**config.mk**
```make
export PLATFORM = sky130hd
export DESIGN_NAME = edge_stamp_timer
export DESIGN_NICKNAME = d
export VERILOG_FILES = /design/src/rtl/est_pkg.sv /design/src/rtl/est_tick_gen.sv /design/src/rtl/est_sync_edge.sv /design/src/rtl/est_counters.sv /design/src/rtl/est_capture.sv /design/src/rtl/edge_stamp_timer.sv
export SDC_FILE = /design/constraint.sdc
export NUM_CORES = 1
export LEC_CHECK = 0
export ABC_AREA = 1
export BUFFER_PORTS_ARGS = -buffer_cell sky130_fd_sc_hd__buf_4
export CAP_MARGIN = 20
export CORE_MARGIN = 2
export CORE_UTILIZATION = 65
export DETAILED_ROUTE_END_ITERATION = 8
export HOLD_SLACK_MARGIN = 0.02
export PLACE_DENSITY = 0.84
export SETUP_SLACK_MARGIN = 0.4
export SYNTH_ARGS = -nofsm -noshare
export SYNTH_HDL_FRONTEND = slang
export SYNTH_HIERARCHICAL = 1
export SYNTH_SLANG_ARGS = --single-unit
export TNS_END_PERCENT = 50
```
**constraint.sdc**
```tcl
create_clock -name clk -period 4.3 [get_ports clk]
set_input_delay 0.86 -clock clk [delete_from_list [all_inputs] [get_ports clk]]
set_output_delay 0.86 -clock clk [all_outputs]
set_load 0.02 [all_outputs]
```
**src/rtl/est_pkg.sv**
```systemverilog
package est_pkg;
   typedef enum logic [1:0] {
      SEL_LEVEL = 2'd0,
      SEL_REF   = 2'd1,
      SEL_AGE   = 2'd2,
      SEL_ZERO  = 2'd3
   } rd_sel_e;
endpackage

```
**src/rtl/est_tick_gen.sv**
```systemverilog
module est_tick_gen #(
   parameter int PRESCALE = 4
) (
   input  logic clk,
   input  logic rst_n,
   output logic tick
);
   generate
      if (PRESCALE == 1) begin : g_direct
         assign tick = 1'b1;
      end else begin : g_div
         localparam int PW = $clog2(PRESCALE);
         localparam logic [PW-1:0] LAST = PW'(PRESCALE - 1);
         logic [PW-1:0] phase_q;
         assign tick = (phase_q == LAST);
         always_ff @(posedge clk or negedge rst_n) begin
            if (!rst_n)    phase_q <= '0;
            else if (tick) phase_q <= '0;
            else           phase_q <= phase_q + 1'b1;
         end
      end
   endgenerate
endmodule

```
**src/rtl/est_sync_edge.sv**
```systemverilog
module est_sync_edge #(
   parameter int STAGES = 2
) (
   input  logic clk,
   input  logic rst_n,
   input  logic async_in,
   output logic level,
   output logic rise
);
   logic [STAGES-1:0] chain_q;
   always_ff @(posedge clk or negedge rst_n) begin
      if (!rst_n) chain_q <= '0;
      else        chain_q <= {chain_q[STAGES-2:0], async_in};
   end
   assign level = chain_q[STAGES-1];
   // high in the cycle before level turns on
   assign rise  = chain_q[STAGES-2] & ~chain_q[STAGES-1];
endmodule

```
**src/rtl/est_counters.sv**
```systemverilog
module est_counters #(
   parameter int W = 16
) (
   input  logic         clk,
   input  logic         rst_n,
   input  logic         tick,
   input  logic         rise,
   output logic [W-1:0] ref_cnt,
   output logic [W-1:0] age_cnt
);
   localparam logic [W-1:0] ALL_ONES = '1;
   logic armed_q;

   always_ff @(posedge clk or negedge rst_n) begin
      if (!rst_n)    ref_cnt <= '0;
      else if (tick) ref_cnt <= ref_cnt + 1'b1;
   end

   always_ff @(posedge clk or negedge rst_n) begin
      if (!rst_n) begin
         age_cnt <= '0;
         armed_q <= 1'b0;
      end else if (rise) begin
         age_cnt <= '0;
         armed_q <= 1'b1;
      end else if (tick && armed_q && age_cnt != ALL_ONES) begin
         age_cnt <= age_cnt + 1'b1;
      end
   end
endmodule

```
**src/rtl/est_capture.sv**
```systemverilog
module est_capture
   import est_pkg::*;
#(
   parameter int W = 16
) (
   input  logic         clk,
   input  logic         rst_n,
   input  logic         snap,
   input  logic         level,
   input  logic [W-1:0] ref_cnt,
   input  logic [W-1:0] age_cnt,
   input  logic [1:0]   rd_sel,
   output logic [W-1:0] rd_data,
   output logic [W-1:0] stamp,
   output logic         stamp_vld
);
   logic         lvl_q;
   logic [W-1:0] ref_q;
   logic [W-1:0] age_q;
   logic         prev_q;
   logic         fresh;

   assign fresh = snap & level & ~prev_q;

   always_ff @(posedge clk or negedge rst_n) begin
      if (!rst_n) begin
         lvl_q     <= 1'b0;
         ref_q     <= '0;
         age_q     <= '0;
         prev_q    <= 1'b0;
         stamp     <= '0;
         stamp_vld <= 1'b0;
      end else begin
         stamp_vld <= fresh;
         if (fresh) stamp <= ref_cnt - age_cnt;
         if (snap) begin
            lvl_q  <= level;
            ref_q  <= ref_cnt;
            age_q  <= age_cnt;
            prev_q <= level;
         end
      end
   end

   always_comb begin
      case (rd_sel_e'(rd_sel))
         SEL_LEVEL: rd_data = {{(W-1){1'b0}}, lvl_q};
         SEL_REF:   rd_data = ref_q;
         SEL_AGE:   rd_data = age_q;
         default:   rd_data = '0;
      endcase
   end
endmodule

```
**src/rtl/edge_stamp_timer.sv**
```systemverilog
module edge_stamp_timer #(
   parameter int CNT_W       = 16,
   parameter int PRESCALE    = 4,
   parameter int SYNC_STAGES = 2
) (
   input  logic             clk,
   input  logic             rst_n,
   input  logic             evt_in,
   input  logic             snap,
   input  logic [1:0]       rd_sel,
   output logic [CNT_W-1:0] rd_data,
   output logic [CNT_W-1:0] stamp,
   output logic             stamp_vld,
   input  logic             echo_en,
   input  logic             echo_inv,
   output logic             echo_out
);
   generate
      if (CNT_W < 2) begin : g_bad_width
         $error("CNT_W must be at least 2");
      end
      if (PRESCALE < 1) begin : g_bad_prescale
         $error("PRESCALE must be at least 1");
      end
      if (SYNC_STAGES < 2) begin : g_bad_sync
         $error("SYNC_STAGES must be at least 2");
      end
   endgenerate

   logic             tick;
   logic             lvl;
   logic             rise;
   logic [CNT_W-1:0] ref_cnt;
   logic [CNT_W-1:0] age_cnt;

   est_tick_gen #(.PRESCALE(PRESCALE)) u_tick (
      .clk(clk), .rst_n(rst_n), .tick(tick));

   est_sync_edge #(.STAGES(SYNC_STAGES)) u_sync (
      .clk(clk), .rst_n(rst_n), .async_in(evt_in), .level(lvl), .rise(rise));

   est_counters #(.W(CNT_W)) u_cnt (
      .clk(clk), .rst_n(rst_n), .tick(tick), .rise(rise),
      .ref_cnt(ref_cnt), .age_cnt(age_cnt));

   est_capture #(.W(CNT_W)) u_cap (
      .clk(clk), .rst_n(rst_n), .snap(snap), .level(lvl),
      .ref_cnt(ref_cnt), .age_cnt(age_cnt), .rd_sel(rd_sel),
      .rd_data(rd_data), .stamp(stamp), .stamp_vld(stamp_vld));

   assign echo_out = echo_en & (lvl ^ echo_inv);
endmodule

```
* Yosys cells after proc, flatten, opt, wreduce, memory -nomap -nowiden
Index checks and enable logic that the tools add are counted.
Storage, ports and cells: flip-flop bits (word level) 87, output and inout bits 34
Cells by class: add/subtract/negate cells 4, eq/ne operators 4, multiplexer cells 4, bitwise operators 7, reductions and logical operators 4
Operator list (count):
- case mux 16 bit (3 select lines) | 1
- adder 16 x 1 -> 16 bit (second input constant) | 2
- two-way mux 16 bit | 2
- inequality test 16 bit (second input constant) | 1
- subtractor 16 bit | 1
- AND 1 bit | 4
- == test 2 bit (second input constant) | 2
- adder 2 x 1 -> 2 bit (second input constant) | 1
- == test 2 x 1 -> 1 bit (second input constant) | 1
- logical AND 1 bit | 2
- zero test 2 bit | 1
- two-way mux 2 bit | 1
- NOT 1 bit | 2
- nonzero test 2 bit | 1
- XOR 1 bit | 1

* Depth between registers and ports, before layout
depth in word-level cells 5, gate-level depth with buffers 12, depth with buffers taken out 12

* Modules after synthesis
Netlist, hierarchy kept.
Modules (own cells, without submodules):
- est_capture | times used 1, cells each 425, area an instance 3019.1 µm², seq. area each 1251.2 µm²
- est_counters | times used 1, cells each 276, area an instance 1979.4 µm², seq. area each 825.8 µm²
- est_tick_gen | times used 1, cells each 4, area an instance 66.3 µm², seq. area each 50.0 µm²
- est_sync_edge | times used 1, cells each 4, area an instance 60.1 µm², seq. area each 50.0 µm²
- edge_stamp_timer | times used 1, cells each 4, area an instance 15.0 µm², seq. area each 0.0 µm²

* Worst setup path after synthesis
Ideal clock, no wire load.
path kind input port to output port, start point in rd_sel[0], end point out rd_data[11], arrival 1.612 ns, required time 3.440 ns, slack 1.828 ns, stages on the path 5, buffers on the path 1, path through inv_1 -> nor2_1 -> inv_1 -> clkbuf_1 -> o22ai_1
On the way: cells in the longest elaborated chain, start to end 2, elaborated cells between the ends (all ways) 4
Ends and longest elaborated chain:
- from (decl) | line edge_stamp_timer.sv:10 | input logic [1:0] rd_sel,
- == test 2 bit (tied with other cells) | line est_capture.sv:46 | case (rd_sel_e'(rd_sel))
- case mux 16 bit (3 select lines) (*) | line est_capture.sv:46
- to (decl) | line edge_stamp_timer.sv:11 | output logic [CNT_W-1:0] rd_data,
Mark *: on every way between the ends. The rest lies on a longest branch, timed or not.

* Worst setup path after layout
start point in rd_sel[0], end point out rd_data[13]
Same word-level chain as after synthesis.

==> run summary <==
Syn_area_per_cell: 7.209 µm²
Slew headroom: 0.5880
Fillcell total: 612
Place WS: 1.596 ns
Residual DRC: 0
Antenna cells: 0
Async S/R FF share, synth: 1.000
Post-synth EDFFs: 0
Worst-Margin Slew: 0.6174 ns
Via Count: 4,721
Warnings from Yosys: 6
Most used cell, CP: buf_4
Register area: 0.002177 mm²
WS Path Type: in2out
CTS buffer count: 9
Critical-path maximum fanout: 15
Layout Utilization: 0.7417
H-tree Lvls: 3
Post-Layout Cell Count: 857
Synthesized area: 0.005140 mm²
Hold WC Path Type: reg2reg
Synth area leaders: dfrtp_1 42%, nand2_1 17%, inv_1 9.3%, nand3_1 5.2%, ha_1 4.4%
Initial antenna violation count: 0
Most common cell in the netlist: nand2_1
DRT iter0 DRCs: 401
Layout cell share with drive strength beyond 1: 0.1007
First-pass GRT wire length: 21.34 mm
Top-area cell type share of the netlist area: 0.4236
Number of gates resized after cts: 0
Tcrit/Tclk final: 0.6239
Wire length per cell: 14.64 µm
Nets: 777
Cells after Synth: 713
Worst reg2reg path depth: 8
F_max: 0.3727 GHz
Sequential share of the synthesized area: 0.4236
Unrepaired setup endpoints after global routing: no
CTS tree: done
Run status: finished, final reports clean
Pin count of the biggest net entering global routing: 88
Ports: 42
Crit start category: primary input
Gr ovfl total: 0
Most frequent cells after synthesis: 239 x nand2_1, 127 x inv_1, 87 x dfrtp_1, 53 x nand3_1, 45 x nor2_1
Vias per inst: 5.509
CP endpoint kind: primary output
Synth area leader: dfrtp_1
Vias in the first global route: 4,715
Crit path time final: 2.683 ns
Row count: 32
Hold Worst Slack: 0.3823 ns
DRT Pass-1 Iters: 7
Die area: 0.008635 mm²
Worst path cell trace: buf_4 > inv_1 > nand2_1 > o22ai_1 > buf_4
Global Route Usage Sum: 0.3126
Top_reg_cell synth: dfrtp_1
Lkg Pwr: 3.044 nW
Worst Skew: 0.007217 ns
Multi-input gate area: 0.002390 mm²
CTS Sinks: 87
Final setup TNS: 0 ns
Slack of the critical path: 1.617 ns
Final HPWL DP: 8.878 mm
Placed insts: 840
Final-report max-slew violation count: 0
Core ar.: 0.007687 mm²
Hold-fix buffers, CTS: 0
Syn nets: 740
Die Height: 92.93 µm
Root Driver: clkbuf_8
RePlAce Congestion: 0.9313
CTS Buffer Depth: 2
Worst vdd rail ir drop: 0.0001958 V
CP required: 3.44 ns
Slowest stage cell, crit path: nand2_1
Area grow syn2layout: 10.93%
Cell variety after synth: 35
IO Port Bufs: 41
Post-CTS Setup Bufs: 0
Worst EP arrival: 1.82 ns
Worst hold stages: 0
Starting Density: 0.6686
Flip-flop and latch count after synthesis: 87
Max-cap violations: 0
Reg clk slew, reported paths: 0.09 ns
Die X: 92.93 µm
Largest stage delay on the critical path: 0.31 ns
Routed WL: 12.54 mm
Setup Viol. Count Final: 0
Pwr/cell area: 274.2 mW/mm²
Final ANT Viol Nets: 0
Final hold vios: 0
Insertion delay to the later sink of the worst-skew pair: 0.35 ns
## critical path: cells and delay by family
kind / cells / cell delay [ns]
buffers and inverters: 3 / 0.36
AND/OR/NAND/NOR: 1 / 0.31
AO/OA/AOI/OAI: 1 / 0.30
## per-stage QoR
step	total power, mW	instance area [µm²]
4_1_cts	1.571	5682
3_3_place_gp	0.9872	5483
2_1_floorplan	0.9374	5140
6_report	1.563	5702
5_1_grt	1.617	5702
3_5_place_dp	0.9923	5483
## power breakdown
| group | leakage [nW] | internal [mW] | switching (mW) |
|---|---|---|---|
| registers | 1.17 | 0.836 | 0.0165 |
| clock network | 0.0932 | 0.287 | 0.298 |
| logic | 1.78 | 0.0425 | 0.0829 |
## state kept, by name, indices dropped and copies added (netlist names)
signal,flops
u_cap/stamp_vld,1
u_tick/g_div.phase_q,2
u_cnt/age_cnt,16
u_cap/lvl_q,1
u_cap/ref_q,16
u_cnt/ref_cnt,16
u_sync/chain_q,2
u_cap/stamp,16
u_cap/age_q,16
u_cnt/armed_q,1
## per-layer routing
| layer | part of all wire | vias to the layer above | GRT usage |
|---|---|---|---|
| met5 | 0 | - | 0 |
| met4 | 0.023 | 0 | 0.1238 |
| met3 | 0.057 | 35 | 0.05289 |
| met2 | 0.51 | 189 | 0.5368 |
| met1 | 0.41 | 2219 | 0.3937 |
| li1 | - | 2278 | - |
## area by class of cell
cell class / count / area share
sequential: 87 / 0.3818
timing repair buffer: 42 / 0.05749
multi-input combinational: 482 / 0.4191
clock inverter: 4 / 0.009436
inverter: 128 / 0.08427
tap: 102 / 0.02238
clock buffer: 12 / 0.02546
## placed cells by master, fill, tap and decap left out, types with 2 or more instances in the layout
cell | synthesis | layout
a21oi_1 | 8 | 8
buf_4 | 3 | 41
clkbuf_1 | 8 | 2
clkbuf_8 | 0 | 10
clkinvlp_4 | 0 | 2
dfrtp_1 | 87 | 87
ha_1 | 18 | 18
inv_1 | 127 | 127
nand2_1 | 239 | 239
nand2_2 | 3 | 3
nand3_1 | 53 | 53
nand3_2 | 2 | 2
nand3b_1 | 3 | 3
nand4_1 | 10 | 10
nor2_1 | 45 | 45
nor2_2 | 5 | 5
nor2_4 | 2 | 2
nor3_1 | 5 | 5
o21ai_0 | 38 | 38
o21ai_1 | 4 | 4
o22ai_1 | 16 | 16
or2_2 | 3 | 3
xnor2_1 | 4 | 4
xor2_1 | 15 | 15
## final timing paths
path | startpoint | to | slack (ns)
worst max-delay path | rd_sel[0] | rd_data[13] | 1.62
worst min-delay path | u_sync/chain_q[0]$_DFF_PN0_ | u_sync/chain_q[1]$_DFF_PN0_ | 0.38
worst max register to register | u_cnt/age_cnt[1]$_DFFE_PN0P_ | u_cnt/age_cnt[3]$_DFFE_PN0P_ | 2.27
worst min register to register | u_sync/chain_q[0]$_DFF_PN0_ | u_sync/chain_q[1]$_DFF_PN0_ | 0.38
max in group asynchronous | rst_n | u_tick/g_div.phase_q[0]$_DFF_PN0_ | 3.18
min in group asynchronous | rst_n | u_cap/ref_q[9]$_DFFE_PN0P_ | 0.49
## logic make-up (layout without fill, tap and decap cells)
group,count (synthesis),after routing,synth area share
AOI/OAI and AO/OA,67,67,0.07133
xor gates and xnor gates,19,19,0.03238
adders and majority gates,19,19,0.04771
buffers and inverters,144,186,0.1115
DFF,87,87,0.4236
muxes,1,1,0.002191
and+or+nand+nor,376,376,0.3113
No activity file was read; power rests on OpenSTA's default activity.
